### src/rtl/div_pkg.sv
package div_pkg;

  // number of stages needed to cover a total width
  function automatic int num_stages(input int total_w, input int stage_w);
    return (total_w + stage_w - 1) / stage_w;
  endfunction

  // least significant bit of stage idx within the combined count
  function automatic int stage_lsb(input int idx, input int stage_w);
    return idx * stage_w;
  endfunction

  // width of stage idx; the last stage takes whatever bits remain
  function automatic int stage_width(input int idx, input int total_w, input int stage_w);
    int rem;
    rem = total_w - idx * stage_w;
    return (rem < stage_w) ? rem : stage_w;
  endfunction

  // number of enabled cycles in one period of a square wave taken at 1-based bit n
  function automatic longint tap_period(input int n);
    return longint'(1) << n;
  endfunction

endpackage

### src/rtl/div_stage.sv
module div_stage #(
  parameter int W = 16
) (
  input  logic         clk,
  input  logic         rst,
  input  logic         ce,
  output logic [W-1:0] q,
  output logic         ceo
);
  logic at_max;

  assign at_max = (q == {W{1'b1}});
  assign ceo    = ce & at_max;

  always_ff @(posedge clk or posedge rst) begin
    if (rst)     q <= '0;
    else if (ce) q <= q + 1'b1;
  end
endmodule

### src/rtl/div_tap.sv
module div_tap #(
  parameter int CW  = 25,
  parameter int BIT = 24
) (
  input  logic          clk,
  input  logic          rst,
  input  logic [CW-1:0] cnt,
  output logic          sq,
  output logic          tick
);
  logic sq_prev;

  assign sq   = cnt[BIT];
  assign tick = sq & ~sq_prev;

  always_ff @(posedge clk or posedge rst) begin
    if (rst) sq_prev <= 1'b0;
    else     sq_prev <= sq;
  end
endmodule

### src/rtl/cascade_clkdiv.sv
module cascade_clkdiv #(
  parameter int TOTAL_W  = 25,
  parameter int STAGE_W  = 16,
  parameter int SLOW_TAP = 25
) (
  input  logic clk,
  input  logic rst,
  input  logic en,
  output logic slow_sq,
  output logic fast_sq,
  output logic slow_tick,
  output logic fast_tick,
  output logic [div_pkg::num_stages(TOTAL_W, STAGE_W)-1:0] stage_tc
);
  localparam int NSTG     = div_pkg::num_stages(TOTAL_W, STAGE_W);
  localparam int SLOW_BIT = SLOW_TAP - 1;
  localparam int FAST_BIT = SLOW_TAP - 2;

  logic [TOTAL_W-1:0] count_all;
  logic [NSTG:0]      chain_en;

  assign chain_en[0] = en;

  for (genvar g = 0; g < NSTG; g++) begin : g_stage
    localparam int LSB = div_pkg::stage_lsb(g, STAGE_W);
    localparam int SW  = div_pkg::stage_width(g, TOTAL_W, STAGE_W);
    logic [SW-1:0] q_s;
    logic          ceo_s;
    div_stage #(.W(SW)) u_stage (
      .clk(clk), .rst(rst), .ce(chain_en[g]), .q(q_s), .ceo(ceo_s)
    );
    assign count_all[LSB +: SW] = q_s;
    assign chain_en[g+1]        = ceo_s;
    assign stage_tc[g]          = ceo_s;
  end

  div_tap #(.CW(TOTAL_W), .BIT(SLOW_BIT)) u_slow (
    .clk(clk), .rst(rst), .cnt(count_all), .sq(slow_sq), .tick(slow_tick)
  );
  div_tap #(.CW(TOTAL_W), .BIT(FAST_BIT)) u_fast (
    .clk(clk), .rst(rst), .cnt(count_all), .sq(fast_sq), .tick(fast_tick)
  );
endmodule

### config.mk
export PLATFORM = sky130hd
export DESIGN_NAME = cascade_clkdiv
export DESIGN_NICKNAME = d
export VERILOG_FILES = /design/src/rtl/div_pkg.sv /design/src/rtl/div_stage.sv /design/src/rtl/div_tap.sv /design/src/rtl/cascade_clkdiv.sv
export SDC_FILE = /design/constraint.sdc
export NUM_CORES = 1
export LEC_CHECK = 0
export ABC_AREA = 1
export BUFFER_PORTS_ARGS = -buffer_cell sky130_fd_sc_hd__buf_2
export CORE_AREA = 2 2 54 56
export DETAILED_ROUTE_END_ITERATION = 7
export DIE_AREA = 0 0 56 58
export PLACE_DENSITY = 0.74
export SLEW_MARGIN = 20
export SYNTH_ARGS = -nofsm -noshare
export SYNTH_HDL_FRONTEND = slang
export SYNTH_SLANG_ARGS = --single-unit
### constraint.sdc
create_clock -name clk -period 1.9 [get_ports clk]
set_input_delay 0.38 -clock clk [delete_from_list [all_inputs] [get_ports clk]]
set_output_delay 0.38 -clock clk [all_outputs]
set_load 0.02 [all_outputs]
==> run_results.csv <==
group,metric,value,unit
setup_path,path_buf_inv,2,
clock_network,holdBufCountCts,0,
grt,grt_pass1_wl,4519,um
finish,area_delta_synth_final,17.28,%
setup_path,crit_type,"reg -> out",
setup_path,worstPathCellList,"ha_4 -> nand3_4 -> nor4_4 -> ha_2 -> inv_2 -> nor2_2 -> buf_4",
grt,track_usage,17.44,%
setup_path,worst_path_max_delay_cell,"dfrtp_1",
min_path,hold_class,"in -> async",
placement,dpl.hpwl,1803,um
setup_path,critPathTopFamily,"simple AND/OR/NAND/NOR gates",
setup_path,cp-end-kind,"primary output",
detailed_routing,ant_nets,0,
setup_path,timing.rr.start,"g_stage[1].u_stage.q[1]$_DFFE_PP0P_",
outcome,status,"finished with violations",
detailed_routing,drt_first_iter_violations,21,
timing,hold_viol_final,0,
placement,globalplace.congestion,0.8169,
setup_path,cp-start-kind,"register",
finish,final_net_count,195,
synth,syn_nets,173,
timing,finalMaxSlewViolations,0,
detailed_routing,vias,1099,
floorplanning,die-height,58,um
clock_network,cts_tree,"yes",
timing,layout_setup_ws,-308.8,ps
power_and_ir_drop,p_leak,0.8813,nW
finish,layout-drive-gt1-share,23.40,%
floorplanning,core,2663,um2
finish,diodes,0,
setup_path,cp_max_fo,3,
clock_network,cts_sinks,27,
timing,worstMarginPinSlew,353.3,ps
grt,grt_max_degree,28,
setup_path,endpoint,"stage_tc[1]",
synth,synth.distinct_cells,20,
clock_network,clock_latency,330,ps
synth,ys_seq_elements,27,
clock_network,cts_buffers,3,
power_and_ir_drop,power_density,727.3,nW/um2
setup_path,path_depth,7,
synth,syn_area,1419,um2
setup_path,max_stage_delay,450,ps
grt,grt_pass1_vias,1075,
setup_path,r2r_end,"g_stage[1].u_stage.q[8]$_DFFE_PP0P_",
detailed_routing,routedWlPerCell,12.21,um
timing,finalWorstPathRequiredPeriod,2209,ps
timing,min_period_over_period,116.3,%
synth,syn_inst,167,
floorplanning,dieWidth,56,um
synth,ys_warn_count,0,
floorplanning,die_area,3248,um2
timing,fin_hold_ws,73.75,ps
finish,fill_cells,225,
clock_network,clk_path_buf_depth,2,
clock_network,cts_root_buf,"clkbuf_4",
setup_path,required,1520,ps
timing,rsz0062_at_grt,"yes",
floorplanning,io_pins,9,
outcome,violations,"setup timing",
grt,grt.overflow.total,0,
finish,design_area,1664,um2
floorplanning,rows,19,
placement,place_area,1498,um2
clock_network,cts.clk_slew.worst_paths,150,ps
timing,setup_violations,1,
setup_path,critPathLaunch,"g_stage[1].u_stage.q[1]$_DFFE_PP0P_",
setup_path,cp.arrival,1830,ps
floorplanning,start_util,53.29,%
placement,port_buffers,8,
power_and_ir_drop,vdd_drop_max,779.0,uV
synth,synth-main-ff-cell,"dfrtp_1",
detailed_routing,viasPerCell,5.018,
timing,fmax,452.7,MHz
grt,antenna_found_initial,0,
detailed_routing,route.detailed.drc,0,
timing,skew,8.113,ps
job,cap_violations,0,
clock_network,h-tree-depth,1,
setup_path,ff2ff_setup_slack,340,ps
detailed_routing,finalWirelength,2673,um
synth,async_reset_ff_share,100.0,%
synth,synth_enable_flop_cells,0,
synth,seq_area_frac_synth,47.62,%
setup_path,r2r_cells,6,
synth,synth.avg_cell_area,8.496,um2
detailed_routing,dr.pass1.iters,4,
timing,slew-limit-headroom,76.45,%
placed cells by master (no fill, tap or decap), types with 2 or more instances in the layout:
| cell | instances |
|---|---|
| buf_2 | 6 |
| buf_4 | 12 |
| clkbuf_4 | 3 |
| dfrtp_1 | 27 |
| ha_2 | 2 |
| inv_1 | 15 |
| nand2_1 | 57 |
| nand2_2 | 3 |
| nand2_4 | 2 |
| nand3_1 | 10 |
| nand4_1 | 4 |
| nor2_1 | 12 |
| nor2_2 | 4 |
| nor2_4 | 2 |
| nor2_8 | 2 |
| nor3_1 | 2 |
| o21ai_0 | 3 |
| xnor2_1 | 8 |
| xor2_1 | 6 |
per-stage QoR:
| stage | std cells | total power [mW] | utilization, % | TNS [ps] | worst slack [ps] |
|---|---|---|---|---|---|
| detailed placement | 206 | 0.9213 | 56.25 | 0 | 95.09 |
| global placement | 206 | 0.9090 | 56.25 | 0 | 199.3 |
| floorplan | 167 | 0.8751 | - | 0 | 242.5 |
| global route | 219 | 1.285 | 62.50 | -406.0 | -406.0 |
| CTS | 215 | 1.211 | 59.30 | -224.3 | -224.3 |
| finish | 219 | 1.210 | 62.50 | -308.8 | -308.8 |
metal layers:
layer  global-route usage, %  vias to the layer above  share of wire (%)
met5                       0                        -                  0
met3                   2.232                        5                3.1
met2                   29.75                       18                 51
li1                        -                      561                  -
met1                   22.42                      515                 45
met4                   7.823                        0                1.6
layout make-up:
type | instances | area [um2] | area share, %
tap | 31 | 38.79 | 2.331
clock inverter | 1 | 7.507 | 0.4511
clock buffer | 3 | 22.52 | 1.353
sequential | 27 | 675.6 | 40.60
timing repair buffer | 19 | 131.4 | 7.895
multi-input combinational | 122 | 728.2 | 43.76
inverter | 16 | 60.06 | 3.609
cell usage after synthesis, types with 2 or more instances:
cell type  count  share of area (%)
nor3_1         2               0.71
o21ai_0        3                1.1
nand3_1       11                3.9
buf_4          2                1.1
ha_1           3                2.6
nand4_1        4                1.8
nor2_8         2                2.8
nor2_2         3                1.3
nor2_1        14                3.7
xor2_1         6                3.7
nand2_1       57                 15
dfrtp_1       27                 48
inv_1         16                4.2
xnor2_1        8                4.9
nand2_2        4                1.8
repair_timing:
item	4_1_cts	5_1_grt
gates resized for setup	4	12
setup endpoints to repair	2	2
setup buffers	5	4
pin swaps	3	6
where the power goes:
group / leakage [nW] / total (mW) / switching (mW) / internal (mW)
logic: 0.502 / 0.244 / 0.132 / 0.112
clock network: 0.0139 / 0.256 / 0.175 / 0.0807
registers: 0.365 / 0.710 / 0.0648 / 0.646
state kept, by name, indices dropped and copies added, names as in the netlist:
name               count
g_stage.u_stage.q     25
u_fast.sq_prev         1
u_slow.sq_prev         1
worst min path at each step:
stage | to | slack (ps)
6_report | g_stage[1].u_stage.q[4]$_DFFE_PP0P_ | 70
5_1_grt | g_stage[1].u_stage.q[4]$_DFFE_PP0P_ | 120
4_1_cts | g_stage[0].u_stage.q[1]$_DFFE_PP0P_ | 70
3_5_place_dp | u_fast.sq_prev$_DFF_PP0_ | 450
3_3_place_gp | u_fast.sq_prev$_DFF_PP0_ | 430
2_1_floorplan | g_stage[0].u_stage.q[0]$_DFFE_PP0P_ | 430
worst min-delay path, delay by kind of cell:
kind                   cells  cell delay (ps)
buffers and inverters      3              450
kinds of logic (layout without fill, tap and decap cells):
logic type	count (synthesis)	after routing	share of synthesized area [%]
AND/OR/NAND/NOR	101	101	33.95
XOR/XNOR	14	14	8.642
multiplexers	1	1	0.7936
buffers and inverters	18	39	5.291
AO/OA/AOI/OAI	3	3	1.058
adder cells (fa/ha/maj)	3	3	2.646
flip-flops	27	27	47.62
Note: power is estimated with default switching activity, not from simulation.
